**src/rtl/lpcw_pkg.sv**
```systemverilog
package lpcw_pkg;
  typedef enum logic [1:0] {
    SP_IO  = 2'd0,
    SP_MEM = 2'd1,
    SP_FW  = 2'd2,
    SP_RSV = 2'd3
  } space_e;

  typedef enum logic [1:0] {
    ST_IDLE = 2'd0,
    ST_SEG  = 2'd1,
    ST_RSZ  = 2'd2,
    ST_RESP = 2'd3
  } state_e;

  localparam int unsigned CACHE_W = 8;
  localparam logic [CACHE_W-1:0] CACHE_INVALID = 8'hFF;
endpackage

```
**src/rtl/lpcw_check.sv**
```systemverilog
module lpcw_check
  import lpcw_pkg::*;
#(
  parameter int unsigned ADDR_W        = 32,
  parameter int unsigned SIZE_W        = 3,
  parameter int unsigned IO_SPAN_LOG2  = 16,
  parameter int unsigned MEM_SPAN_LOG2 = 28,
  parameter int unsigned SEG_LOG2      = 28,
  parameter logic [ADDR_W-1:0] IO_BASE  = 'hD001_0000,
  parameter logic [ADDR_W-1:0] MEM_BASE = 'hE000_0000,
  parameter logic [ADDR_W-1:0] FW_BASE  = 'hF000_0000,
  localparam int unsigned SEG_W = ADDR_W - SEG_LOG2
) (
  input  logic [1:0]        space,
  input  logic [ADDR_W-1:0] addr,
  input  logic [SIZE_W-1:0] size,
  output logic              ok,
  output logic [ADDR_W-1:0] xaddr,
  output logic [SEG_W-1:0]  seg
);
  localparam logic [ADDR_W:0] IO_LIMIT  = (ADDR_W+1)'(1) << IO_SPAN_LOG2;
  localparam logic [ADDR_W:0] MEM_LIMIT = (ADDR_W+1)'(1) << MEM_SPAN_LOG2;

  logic [ADDR_W:0]   top;
  logic [ADDR_W-1:0] last;
  logic              wrap, byte_only, fw_size, seg_same;
  logic [ADDR_W-1:0] base;

  always_comb begin
    top       = {1'b0, addr} + (ADDR_W+1)'(size);
    wrap      = top[ADDR_W];
    last      = top[ADDR_W-1:0] - ADDR_W'(1);
    byte_only = (size == SIZE_W'(1));
    fw_size   = (size == SIZE_W'(1)) || (size == SIZE_W'(2)) || (size == SIZE_W'(4));
    seg       = addr[ADDR_W-1:SEG_LOG2];
    seg_same  = (last[ADDR_W-1:SEG_LOG2] == seg);
    ok        = 1'b0;
    base      = '0;
    case (space_e'(space))
      SP_IO:  begin ok = byte_only && (top <= IO_LIMIT);  base = IO_BASE;  end
      SP_MEM: begin ok = byte_only && (top <= MEM_LIMIT); base = MEM_BASE; end
      SP_FW:  begin ok = fw_size && seg_same;             base = FW_BASE;  end
      default: begin ok = 1'b0; base = '0; end
    endcase
    if (wrap) ok = 1'b0;
    xaddr = ok ? (base + addr) : '0;
  end

  always_comb begin
    if (wrap) assert_wrap_reject_R1: assert (!ok);
    if (ok && space == SP_IO)
      assert_io_window_R2: assert (xaddr[ADDR_W-1:IO_SPAN_LOG2] == IO_BASE[ADDR_W-1:IO_SPAN_LOG2]);
    if (ok && space == SP_FW) assert_fw_size_R5: assert ($countones(size) == 1);
    if (space == SP_RSV) assert_rsv_reject_R9: assert (!ok);
  end
endmodule

```
**src/rtl/lpcw_cfg_cache.sv**
```systemverilog
module lpcw_cfg_cache
  import lpcw_pkg::*;
#(
  parameter int unsigned ADDR_W  = 32,
  parameter int unsigned SIZE_W  = 3,
  parameter int unsigned SEG_W   = 4,
  parameter int unsigned RSZ_LSB = 24,
  parameter logic [ADDR_W-1:0] REG_BASE = 'hC001_2000,
  parameter logic [ADDR_W-1:0] SEG_OFS  = 'h24,
  parameter logic [ADDR_W-1:0] RSZ_OFS  = 'h28
) (
  input  logic              clk,
  input  logic              rst_n,
  input  logic [SEG_W-1:0]  seg_want,
  input  logic [SIZE_W-1:0] rsz_want,
  input  logic              seg_load,
  input  logic              rsz_load,
  input  logic              sel_rsz,
  output logic              seg_need,
  output logic              rsz_need,
  output logic [ADDR_W-1:0] cfg_addr,
  output logic [ADDR_W-1:0] cfg_data,
  output logic [ADDR_W-1:0] cfg_mask
);
  localparam logic [ADDR_W-1:0] SEG_ADDR = REG_BASE + SEG_OFS;
  localparam logic [ADDR_W-1:0] RSZ_ADDR = REG_BASE + RSZ_OFS;
  localparam logic [ADDR_W-1:0] SEG_MASK = (ADDR_W'(1) << SEG_W) - ADDR_W'(1);

  logic [CACHE_W-1:0] seg_cache, rsz_cache;
  logic [1:0]         rsz_code;

  always_ff @(posedge clk or negedge rst_n) begin
    if (!rst_n) begin
      seg_cache <= CACHE_INVALID;
      rsz_cache <= CACHE_INVALID;
    end else begin
      if (seg_load) seg_cache <= CACHE_W'(seg_want);
      if (rsz_load) rsz_cache <= CACHE_W'(rsz_want);
    end
  end

  always_comb begin
    seg_need = (seg_cache != CACHE_W'(seg_want));
    rsz_need = (rsz_cache != CACHE_W'(rsz_want));
    case (rsz_want)
      SIZE_W'(2): rsz_code = 2'd1;
      SIZE_W'(4): rsz_code = 2'd2;
      default:    rsz_code = 2'd0;
    endcase
    if (sel_rsz) begin
      cfg_addr = RSZ_ADDR;
      cfg_data = ADDR_W'(rsz_code) << RSZ_LSB;
      cfg_mask = '1;
    end else begin
      cfg_addr = SEG_ADDR;
      cfg_data = ADDR_W'(seg_want);
      cfg_mask = SEG_MASK;
    end
  end

  assert_seg_first_R8: assert property (@(posedge clk) disable iff (!rst_n)
    rsz_load |-> (seg_cache == CACHE_W'(seg_want)));
  assert_single_load_R8: assert property (@(posedge clk) disable iff (!rst_n)
    !(seg_load && rsz_load));
endmodule

```
**src/rtl/lpcw_seq.sv**
```systemverilog
module lpcw_seq
  import lpcw_pkg::*;
#(
  parameter int unsigned ADDR_W = 32,
  parameter int unsigned SIZE_W = 3,
  parameter int unsigned SEG_W  = 4
) (
  input  logic              clk,
  input  logic              rst_n,
  input  logic              req_valid,
  input  logic [1:0]        req_space,
  input  logic [SIZE_W-1:0] req_size,
  input  logic              req_write,
  input  logic              chk_ok,
  input  logic [ADDR_W-1:0] chk_xaddr,
  input  logic [SEG_W-1:0]  chk_seg,
  input  logic              seg_need,
  input  logic              rsz_need,
  input  logic              cfg_ready,
  input  logic              rsp_ready,
  output logic              req_ready,
  output logic              cfg_valid,
  output logic              sel_rsz,
  output logic              seg_load,
  output logic              rsz_load,
  output logic [SEG_W-1:0]  want_seg,
  output logic [SIZE_W-1:0] want_size,
  output logic              rsp_valid,
  output logic              rsp_ok,
  output logic [ADDR_W-1:0] rsp_addr
);
  state_e            state, state_nx;
  logic              held_fw, held_write;
  logic [SEG_W-1:0]  held_seg;
  logic [SIZE_W-1:0] held_size;
  logic              take, in_fw;

  assign req_ready = (state == ST_IDLE);
  assign take      = req_valid && req_ready;
  assign in_fw     = (req_space == SP_FW);
  assign cfg_valid = (state == ST_SEG) || (state == ST_RSZ);
  assign sel_rsz   = (state == ST_RSZ);
  assign rsp_valid = (state == ST_RESP);
  assign seg_load  = (state == ST_SEG) && cfg_ready;
  assign rsz_load  = (state == ST_RSZ) && cfg_ready;
  assign want_seg  = (state == ST_IDLE) ? chk_seg  : held_seg;
  assign want_size = (state == ST_IDLE) ? req_size : held_size;

  always_comb begin
    state_nx = state;
    case (state)
      ST_IDLE: if (req_valid) begin
        if (!chk_ok || !in_fw)             state_nx = ST_RESP;
        else if (seg_need)                 state_nx = ST_SEG;
        else if (!req_write && rsz_need)   state_nx = ST_RSZ;
        else                               state_nx = ST_RESP;
      end
      ST_SEG:  if (cfg_ready) state_nx = (!held_write && rsz_need) ? ST_RSZ : ST_RESP;
      ST_RSZ:  if (cfg_ready) state_nx = ST_RESP;
      default: if (rsp_ready) state_nx = ST_IDLE;
    endcase
  end

  always_ff @(posedge clk or negedge rst_n) begin
    if (!rst_n) begin
      state      <= ST_IDLE;
      held_fw    <= 1'b0;
      held_write <= 1'b0;
      held_seg   <= '0;
      held_size  <= '0;
      rsp_ok     <= 1'b0;
      rsp_addr   <= '0;
    end else begin
      state <= state_nx;
      if (take) begin
        held_fw    <= in_fw;
        held_write <= req_write;
        held_seg   <= chk_seg;
        held_size  <= req_size;
        rsp_ok     <= chk_ok;
        rsp_addr   <= chk_xaddr;
      end
    end
  end

  assert_cfg_only_fw_R9: assert property (@(posedge clk) disable iff (!rst_n)
    cfg_valid |-> (held_fw && rsp_ok));
  assert_rsz_read_only_R7: assert property (@(posedge clk) disable iff (!rst_n)
    sel_rsz |-> !held_write);
  assert_rsp_hold_R11: assert property (@(posedge clk) disable iff (!rst_n)
    (rsp_valid && !rsp_ready) |=> (rsp_valid && $stable(rsp_ok) && $stable(rsp_addr)));
  assert_busy_block_R11: assert property (@(posedge clk) disable iff (!rst_n)
    (cfg_valid || rsp_valid) |-> !req_ready);
endmodule

```
**src/rtl/lpc_window_xlate.sv**
```systemverilog
module lpc_window_xlate
  import lpcw_pkg::*;
#(
  parameter int unsigned ADDR_W        = 32,
  parameter int unsigned SIZE_W        = 3,
  parameter int unsigned IO_SPAN_LOG2  = 16,
  parameter int unsigned MEM_SPAN_LOG2 = 28,
  parameter int unsigned SEG_LOG2      = 28,
  parameter int unsigned RSZ_LSB       = 24,
  parameter logic [ADDR_W-1:0] IO_BASE  = 'hD001_0000,
  parameter logic [ADDR_W-1:0] MEM_BASE = 'hE000_0000,
  parameter logic [ADDR_W-1:0] FW_BASE  = 'hF000_0000,
  parameter logic [ADDR_W-1:0] REG_BASE = 'hC001_2000,
  parameter logic [ADDR_W-1:0] SEG_OFS  = 'h24,
  parameter logic [ADDR_W-1:0] RSZ_OFS  = 'h28
) (
  input  logic              clk,
  input  logic              rst_n,
  input  logic              req_valid,
  output logic              req_ready,
  input  logic [1:0]        req_space,
  input  logic [ADDR_W-1:0] req_addr,
  input  logic [SIZE_W-1:0] req_size,
  input  logic              req_write,
  output logic              cfg_valid,
  input  logic              cfg_ready,
  output logic [ADDR_W-1:0] cfg_addr,
  output logic [ADDR_W-1:0] cfg_data,
  output logic [ADDR_W-1:0] cfg_mask,
  output logic              rsp_valid,
  input  logic              rsp_ready,
  output logic              rsp_ok,
  output logic [ADDR_W-1:0] rsp_addr
);
  localparam int unsigned SEG_W = ADDR_W - SEG_LOG2;

  logic              chk_ok;
  logic [ADDR_W-1:0] chk_xaddr;
  logic [SEG_W-1:0]  chk_seg, want_seg;
  logic [SIZE_W-1:0] want_size;
  logic              seg_need, rsz_need, seg_load, rsz_load, sel_rsz;

  lpcw_check #(
    .ADDR_W(ADDR_W), .SIZE_W(SIZE_W), .IO_SPAN_LOG2(IO_SPAN_LOG2),
    .MEM_SPAN_LOG2(MEM_SPAN_LOG2), .SEG_LOG2(SEG_LOG2),
    .IO_BASE(IO_BASE), .MEM_BASE(MEM_BASE), .FW_BASE(FW_BASE)
  ) u_check (
    .space(req_space), .addr(req_addr), .size(req_size),
    .ok(chk_ok), .xaddr(chk_xaddr), .seg(chk_seg)
  );

  lpcw_seq #(.ADDR_W(ADDR_W), .SIZE_W(SIZE_W), .SEG_W(SEG_W)) u_seq (
    .clk(clk), .rst_n(rst_n), .req_valid(req_valid), .req_space(req_space),
    .req_size(req_size), .req_write(req_write), .chk_ok(chk_ok),
    .chk_xaddr(chk_xaddr), .chk_seg(chk_seg), .seg_need(seg_need),
    .rsz_need(rsz_need), .cfg_ready(cfg_ready), .rsp_ready(rsp_ready),
    .req_ready(req_ready), .cfg_valid(cfg_valid), .sel_rsz(sel_rsz),
    .seg_load(seg_load), .rsz_load(rsz_load), .want_seg(want_seg),
    .want_size(want_size), .rsp_valid(rsp_valid), .rsp_ok(rsp_ok),
    .rsp_addr(rsp_addr)
  );

  lpcw_cfg_cache #(
    .ADDR_W(ADDR_W), .SIZE_W(SIZE_W), .SEG_W(SEG_W), .RSZ_LSB(RSZ_LSB),
    .REG_BASE(REG_BASE), .SEG_OFS(SEG_OFS), .RSZ_OFS(RSZ_OFS)
  ) u_cache (
    .clk(clk), .rst_n(rst_n), .seg_want(want_seg), .rsz_want(want_size),
    .seg_load(seg_load), .rsz_load(rsz_load), .sel_rsz(sel_rsz),
    .seg_need(seg_need), .rsz_need(rsz_need), .cfg_addr(cfg_addr),
    .cfg_data(cfg_data), .cfg_mask(cfg_mask)
  );

  assert_cfg_hold_R11: assert property (@(posedge clk) disable iff (!rst_n)
    (cfg_valid && !cfg_ready) |=> (cfg_valid && $stable(cfg_addr) && $stable(cfg_data) && $stable(cfg_mask)));
  assert_one_output_R8: assert property (@(posedge clk) disable iff (!rst_n)
    $onehot0({cfg_valid, rsp_valid}));
endmodule

```
**config.mk**
```make
export PLATFORM = sky130hd
export DESIGN_NAME = lpc_window_xlate
export DESIGN_NICKNAME = d
export VERILOG_FILES = /design/src/rtl/lpcw_pkg.sv /design/src/rtl/lpcw_check.sv /design/src/rtl/lpcw_cfg_cache.sv /design/src/rtl/lpcw_seq.sv /design/src/rtl/lpc_window_xlate.sv
export SDC_FILE = /design/constraint.sdc
export NUM_CORES = 1
export LEC_CHECK = 0
export BUFFER_PORTS_ARGS = -buffer_cell sky130_fd_sc_hd__clkbuf_2
export CORE_MARGIN = 10
export CORE_UTILIZATION = 54
export DETAILED_ROUTE_END_ITERATION = 16
export GPL_TIMING_DRIVEN = 0
export PLACE_DENSITY = 0.95
export SETUP_SLACK_MARGIN = 0.2
export SYNTH_ARGS = -nofsm -noshare
export SYNTH_HDL_FRONTEND = slang
export SYNTH_SLANG_ARGS = --single-unit
```
**constraint.sdc**
```tcl
create_clock -name clk -period 3.69 [get_ports clk]
set_input_delay 0.9225 -clock clk [delete_from_list [all_inputs] [get_ports clk]]
set_output_delay 0.9225 -clock clk [all_outputs]
set_load 0.02 [all_outputs]
```
==> impl_metrics.json, run 1 <==
{
  "vdd_drop_max_v": 0.000329,
  "critPathCaptureType": "register",
  "num_vias": 4576,
  "worst-slew-pin-transition_ns": 0.908,
  "setup-violations-final": 35,
  "class_of_the_worst_hold_path": "register to register",
  "detail_route.wirelength_um": 14900,
  "vias_in_the_first_global_route": 4507,
  "wl_per_cell_um": 17.8,
  "buffer_ports.inserted": 108,
  "cap_violations": 0,
  "worstPathCellList": "clkbuf_16 -> ha_4 -> inv_2 -> fa_2 -> nor2b_4 -> buf_4 -> o2111ai_1 -> nor4_1 -> xor2_1 -> or4bb_1 -> nor4_1 -> nor3_1 -> o32a_4 -> buf_8 -> o41ai_2",
  "period_share_pct": 110,
  "power_per_unit_of_standard_cell_area_nw_per_um2": 544,
  "worst_slack_ns": -0.369,
  "cts_hold_buffers": 0,
  "syn_area_um2": 4470,
  "clock_tree.htree_level_count": 2,
  "rsz0062_at_grt": "true",
  "dieArea_um2": 12300,
  "cpPeakStageDelay_ns": 0.52,
  "antenna_found_initial": 0,
  "timing.setup.tns_ns": -9.37,
  "num-nets-final": 791,
  "finalHoldViolations": 0,
  "asyncSetResetFlopFracSynth_pct": 100,
  "finalCriticalPeriod_ns": 4.06,
  "crit_top_cell": "sky130_fd_sc_hd__nor4_1",
  "ant_nets": 0,
  "drt_first_iter_violations": 491,
  "drt_drc_violations_left": 0,
  "clk_root_buffer_cell": "sky130_fd_sc_hd__clkbuf_8",
  "seq_cells_post_synth": 52,
  "post_synth_cell_types": 65,
  "top_level_ports": 175,
  "syn_avg_cell_area_um2": 8.31,
  "status": "finished, violations left",
  "power_leakage_nw": 3.05,
  "post_route_cells_drive_above_1_share_pct": 40.8,
  "floorplan.initialDensity_pct": 54.9,
  "area_growth_pct": 36.1,
  "synth_enable_flop_cells": 0,
  "core_um2": 8130,
  "failed_checks": "negative setup slack",
  "holdWs_ns": 0.482,
  "fill_cells": 578,
  "final.setup_skew_ns": 0.00778,
  "dieWidth_um": 111,
  "core.rowCount": 33,
  "dr.pass1.iters": 6,
  "drv_slew": 0,
  "worst-path-max-fanout": 6,
  "synth_ff_type": "sky130_fd_sc_hd__dfrtp_1",
  "grt_pass1_wl_um": 22800,
  "clk_pin_slew_ns": 0.10,
  "antennaDiodeCount": 0,
  "timing.critical_path.arrival_ns": 4.27,
  "grt.overflow.total": 0,
  "tritoncts_clock_tree": "yes",
  "numCtsBuffers": 5,
  "seq_area_frac_synth_pct": 29.4,
  "cts_sinks": 52,
  "detail_route.vias_per_cell": 5.47,
  "crit_type": "primary input to register",
  "max_slew_margin_vs_limit_pct": 39.5,
  "synth_warnings": 0,
  "kind_of_cell_adding_the_most_delay_to_the_critical_path": "simple AND/OR/NAND/NOR gates",
  "pin_count_of_the_biggest_net_entering_global_routing": 53,
  "globalplace.congestion": 0.928,
  "global_route_usage_sum_pct": 21.9,
  "worst_skew_pair_latency_ns": 0.31,
  "cpMaxStageDelayCell": "sky130_fd_sc_hd__or4bb_1",
  "cp_data_required_time_ns": 3.90,
  "ctsLongestPathBuffers": 2,
  "max_clock_freq_mhz": 246,
  "worstSetupStartpointType": "primary input",
  "worst-path-buf-inv": 4,
  "die_height_um": 111,
  "dp.final_hpwl_um": 10700,
  "syn_inst": 538
}
tightest hold or removal path: stages (launching register included):
cell                      delay (ns)
sky130_fd_sc_hd__dfrtp_1        0.35
sky130_fd_sc_hd__nand2_1        0.06
sky130_fd_sc_hd__o21ai_2        0.05
cell usage in the layout, fill, tap and decap left out, types with 4 or more instances in the layout:
cell type                  synthesis  routed
sky130_fd_sc_hd__a31oi_1           5       5
sky130_fd_sc_hd__mux2i_1           9       8
sky130_fd_sc_hd__and2_1            4       4
sky130_fd_sc_hd__xnor2_1          13      13
sky130_fd_sc_hd__a21oi_1          14      12
sky130_fd_sc_hd__clkbuf_1         25      23
sky130_fd_sc_hd__nor3_1           12      12
sky130_fd_sc_hd__and3_1            5       5
sky130_fd_sc_hd__o41ai_4           0       7
sky130_fd_sc_hd__conb_1            2      60
sky130_fd_sc_hd__buf_6             1       4
sky130_fd_sc_hd__nand2_1          74      73
sky130_fd_sc_hd__dfrtp_1          43      43
sky130_fd_sc_hd__o21ai_1           1       9
sky130_fd_sc_hd__inv_1            18      16
sky130_fd_sc_hd__o21ai_0          30      13
sky130_fd_sc_hd__clkbuf_2          0     102
sky130_fd_sc_hd__o21ai_2           0       8
sky130_fd_sc_hd__nor2_1           26      25
sky130_fd_sc_hd__ha_1             17      13
sky130_fd_sc_hd__xor2_1           15      15
sky130_fd_sc_hd__o41ai_2          11       7
sky130_fd_sc_hd__o211ai_1          4       4
sky130_fd_sc_hd__buf_4            89     103
sky130_fd_sc_hd__clkbuf_4          0       4
sky130_fd_sc_hd__clkbuf_8          0       8
sky130_fd_sc_hd__nand3_1          35      35
sky130_fd_sc_hd__nor4_2            0       4
sky130_fd_sc_hd__and4_1            4       4
sky130_fd_sc_hd__dfstp_2           9       9
sky130_fd_sc_hd__nor4_1           10       6
sky130_fd_sc_hd__nand4_1           8       8
path summary, 6_finish.rpt:
check	startpoint	to	cells after the start	slack, ns
max in group asynchronous	rst_n	u_cache.seg_cache[0]	2	2.48
worst min-delay path	u_seq.rsp_addr[3]	u_seq.rsp_addr[3]	2	0.48
min in group asynchronous	rst_n	u_seq.rsp_addr[6]	1	0.57
worst max-delay path	req_size[0]	u_seq.rsp_addr[12]	15	-0.37
worst min register to register	u_seq.rsp_addr[3]	u_seq.rsp_addr[3]	2	0.48
worst max register to register	u_seq.state[0]	u_seq.state[0]	12	0.59
layout make-up:
cell class,instances,area (um^2),share of cell area (%)
multi-input cells,409,2880,47.3
clock buffers,8,90.1,1.48
flip-flops and latches,52,1310,21.6
inverters,18,70.1,1.15
well taps,105,131,2.16
plain buffers,117,823,13.5
repair buffers,127,778,12.8
sequential cells by signal, summed over array words and instances (netlist names):
signal             flops
u_seq.rsp_addr        32
u_cache.seg_cache      5
u_cache.rsz_cache      4
u_seq.held_seg         4
u_seq.held_size        3
u_seq.state            2
u_seq.held_write       1
u_seq.rsp_ok           1
logic make-up after synthesis:
kind of cell / synth area share (%)
buffers and inverters: 19.0
other: 0.168
AO/OA/AOI/OAI: 16.4
multiplexers: 2.60
adder cells (fa/ha/maj): 5.21
flip-flops: 29.4
AND/OR/NAND/NOR: 21.7
XOR/XNOR: 5.49
layer usage:
metal  GRT usage, %  vias up  wire length (um)
li1               -     2115                 -
met1           24.0     2083              5440
met2           39.1      311              7470
met3           6.11       67              1410
met4           7.99        0               557
met5              0        -                 0
power breakdown:
| part | internal [W] | switching, W |
|---|---|---|
| sequential | 0.000756 | 0.0000973 |
| combinational | 0.000820 | 0.00129 |
| clock | 0.000154 | 0.000190 |
| total | 0.00173 | 0.00158 |
synthesized netlist by cell type, drive strengths merged, types with 9 or more instances:
cell	count	area (um^2)
a21oi	14	70.1
buf	92	689
clkbuf	25	93.8
dfrtp	43	1080
dfstp	9	236
ha	17	213
inv	18	67.6
mux2i	9	90.1
nand2	74	278
nand3	35	175
nor2	26	97.6
nor3	12	60.1
nor4	11	83.8
o21ai	31	155
o41ai	14	205
xnor2	13	114
xor2	15	131
timing repair:
item | in CTS | in global routing
pin swaps | 31 | 12
setup endpoints to repair | 35 | 37
gates resized for setup | 58 | 27
buffers inserted | 13 | 4
gates cloned | 1 | 0
hold endpoints to repair | 0 | 0
metrics by stage:
stage / setup slack, ns / cell area [um^2] / util, % / std cells / power [W]
after floorplan: -0.176 / 4790 / - / 596 / 0.00227
after global placement: -0.701 / 5460 / 67.1 / 809 / 0.00277
after detailed placement: -0.764 / 5460 / 67.1 / 809 / 0.00285
after CTS: -0.184 / 5930 / 72.9 / 831 / 0.00326
after global routing: -0.446 / 6080 / 74.8 / 836 / 0.00352
final: -0.369 / 6080 / 74.8 / 836 / 0.00331
(Power assumes the default switching activity.)
==> run 2: changes to the inputs <==
BUFFER_PORTS_ARGS = -buffer_cell sky130_fd_sc_hd__buf_2   (was -buffer_cell sky130_fd_sc_hd__clkbuf_2)
==> impl_metrics.json, run 2 (synthesis results as in run 1) <==
{
  "crit_cells": 13,
  "clk_root_buffer_cell": "sky130_fd_sc_hd__clkbuf_8",
  "kind_of_cell_adding_the_most_delay_to_the_critical_path": "compound AO/OA/AOI/OAI gates",
  "rr_endpoint": "u_seq.state[0]",
  "clock_tree.htree_level_count": 2,
  "finalHoldViolations": 0,
  "cpPeakStageDelay_ns": 0.42,
  "cp_data_required_time_ns": 3.90,
  "cap_violations": 0,
  "final_common_cell": "sky130_fd_sc_hd__buf_4",
  "failed_checks": "negative setup slack",
  "status": "finished, violations left",
  "grt_pass1_wl_um": 23200,
  "global_route_usage_sum_pct": 22.0,
  "core_um2": 8130,
  "tritoncts_clock_tree": "yes",
  "die_height_um": 111,
  "ctsLongestPathBuffers": 2,
  "launch_point_of_the_critical_path": "req_addr[1]",
  "area_growth_pct": 37.7,
  "cpMaxStageDelayCell": "sky130_fd_sc_hd__fa_2",
  "dieWidth_um": 111,
  "worstPathCellList": "buf_2 -> inv_2 -> fa_2 -> buf_4 -> xor2_1 -> nand3b_1 -> a2111oi_4 -> nand4_1 -> nor4_2 -> mux2_4 -> o32a_4 -> buf_16 -> o41ai_4",
  "worst_skew_pair_latency_ns": 0.32,
  "worst-slew-pin-transition_ns": 1.19,
  "setup-violations-final": 35,
  "max_reg_flops": 32,
  "dr.pass1.iters": 6,
  "final.setup_skew_ns": 0.0110,
  "worst-path-buf-inv": 4,
  "class_of_the_worst_hold_path": "register to register",
  "dieArea_um2": 12300,
  "buffer_ports.inserted": 108,
  "fill_cells": 546,
  "worst_slack_ns": -0.265,
  "detail_route.wirelength_um": 15100,
  "rsz0062_at_grt": "true",
  "mostFrequentLayoutCells": "sky130_fd_sc_hd__buf_4 (111), sky130_fd_sc_hd__buf_2 (102), sky130_fd_sc_hd__nand2_1 (73)",
  "layout.core_utilization_pct": 75.7,
  "floorplan.initialDensity_pct": 54.9,
  "regToRegStartpoint": "u_seq.state[0]",
  "cts_sinks": 52,
  "wl_per_cell_um": 17.9,
  "clk_pin_slew_ns": 0.09,
  "grt.overflow.total": 0,
  "power_per_unit_of_standard_cell_area_nw_per_um2": 540,
  "ant_nets": 0,
  "worstSetupStartpointType": "primary input",
  "globalplace.congestion": 0.926,
  "drt_drc_violations_left": 0,
  "power_leakage_nw": 3.13,
  "drv_slew": 0,
  "period_share_pct": 107,
  "core.rowCount": 33,
  "antennaDiodeCount": 0,
  "num_vias": 4658,
  "vias_in_the_first_global_route": 4565,
  "max_slew_margin_vs_limit_pct": 20.4,
  "regToRegSetupSlack_ns": 0.89,
  "pin_count_of_the_biggest_net_entering_global_routing": 53,
  "timing.critical_path.to": "u_seq.rsp_addr[1]",
  "final-seq-area_um2": 1310,
  "max_clock_freq_mhz": 253,
  "multi_input_gate_area_in_the_final_layout_um2": 2900,
  "largestRegisters": "u_seq.rsp_addr x32, u_cache.seg_cache x5",
  "post_route_cells_drive_above_1_share_pct": 42.4,
  "vdd_drop_max_v": 0.000290,
  "dp.final_hpwl_um": 10700,
  "regMostFlops": "u_seq.rsp_addr",
  "drt_first_iter_violations": 396,
  "finalCriticalPeriod_ns": 3.96,
  "num-nets-final": 798,
  "ff2ff_path_depth": 12,
  "crit_type": "primary input to register",
  "timing.critical_path.arrival_ns": 4.17,
  "top_level_ports": 175,
  "holdWs_ns": 0.480,
  "numCtsBuffers": 5,
  "antenna_found_initial": 0,
  "critPathCaptureType": "register",
  "worst-path-max-fanout": 6,
  "total_power_w": 0.00332,
  "detail_route.vias_per_cell": 5.53,
  "cts_hold_buffers": 0
}
## run 2: cell count changes in the layout (fill, tap and decap cells not counted), sizes merged
cell,previous run,this run
clkbuf,138,34
buf,114,225
## run 2: stage by stage
stage / setup WS (ns) / setup TNS, ns / std cells / area (um^2)
2_1_floorplan: -0.176 / -2.81 / 596 / 4790
3_3_place_gp: -0.692 / -21.11 / 809 / 5460
3_5_place_dp: -0.746 / -22.80 / 809 / 5460
4_1_cts: -0.149 / -2.41 / 838 / 5970
5_1_grt: -0.360 / -8.95 / 843 / 6160
6_report: -0.265 / -6.23 / 843 / 6160
## run 2: worst min path at each step
stage,from,slack [ns],cells past startpoint,end
finish,u_seq.rsp_addr[21],0.48,2,u_seq.rsp_addr[21]
global route,u_cache.seg_cache[6],0.50,1,u_cache.seg_cache[6]
CTS,u_seq.held_seg[2],0.48,2,u_seq.held_seg[2]
detailed placement,u_seq.rsp_addr[23],0.45,2,u_seq.rsp_addr[23]
global placement,u_seq.held_write,0.45,2,u_seq.held_write
floorplan,u_seq.held_write,0.44,2,u_seq.held_write
## run 2: area by class of cell
cell class / count / area share (%)
Sequential cell: 52 / 21.3
Tap cell: 105 / 2.13
Inverter: 18 / 1.10
Multi-Input combinational cell: 409 / 47.1
Clock buffer: 8 / 1.63
Buffer: 117 / 13.5
Timing Repair Buffer: 134 / 13.2
## run 2: report_power, final
group,internal (W),total (W),switching [W]
Combinational,0.000825,0.00211,0.00128
Sequential,0.000756,0.000850,0.0000945
Clock,0.000172,0.000366,0.000194
Total,0.00175,0.00332,0.00157
## run 2: per-layer routing
layer | up-vias | part of all wire (%) | global-route usage (%)
met3 | 40 | 11 | 5.79
li1 | 2125 | - | -
met4 | 0 | 2.8 | 7.64
met5 | - | 0 | 0
met1 | 2172 | 36 | 24.9
met2 | 321 | 51 | 38.9
## run 2: worst register-to-register path, stage by stage (launching register included)
cell                       delay, ns
sky130_fd_sc_hd__dfrtp_1        0.42
sky130_fd_sc_hd__inv_1          0.11
sky130_fd_sc_hd__ha_1           0.22
sky130_fd_sc_hd__clkbuf_2       0.31
sky130_fd_sc_hd__mux2i_1        0.34
sky130_fd_sc_hd__xnor2_1        0.10
sky130_fd_sc_hd__nor4_1         0.47
sky130_fd_sc_hd__o21ai_0        0.15
sky130_fd_sc_hd__a21oi_1        0.17
sky130_fd_sc_hd__nor2_1         0.06
sky130_fd_sc_hd__a21oi_1        0.17
sky130_fd_sc_hd__nor2_1         0.08
sky130_fd_sc_hd__a21oi_1        0.14
## run 2: what timing repair did
action	4_1_cts	5_1_grt
cloned	1	0
setup endpoints to repair	35	37
pin swaps	34	17
buffers inserted	20	5
resized for setup	63	34
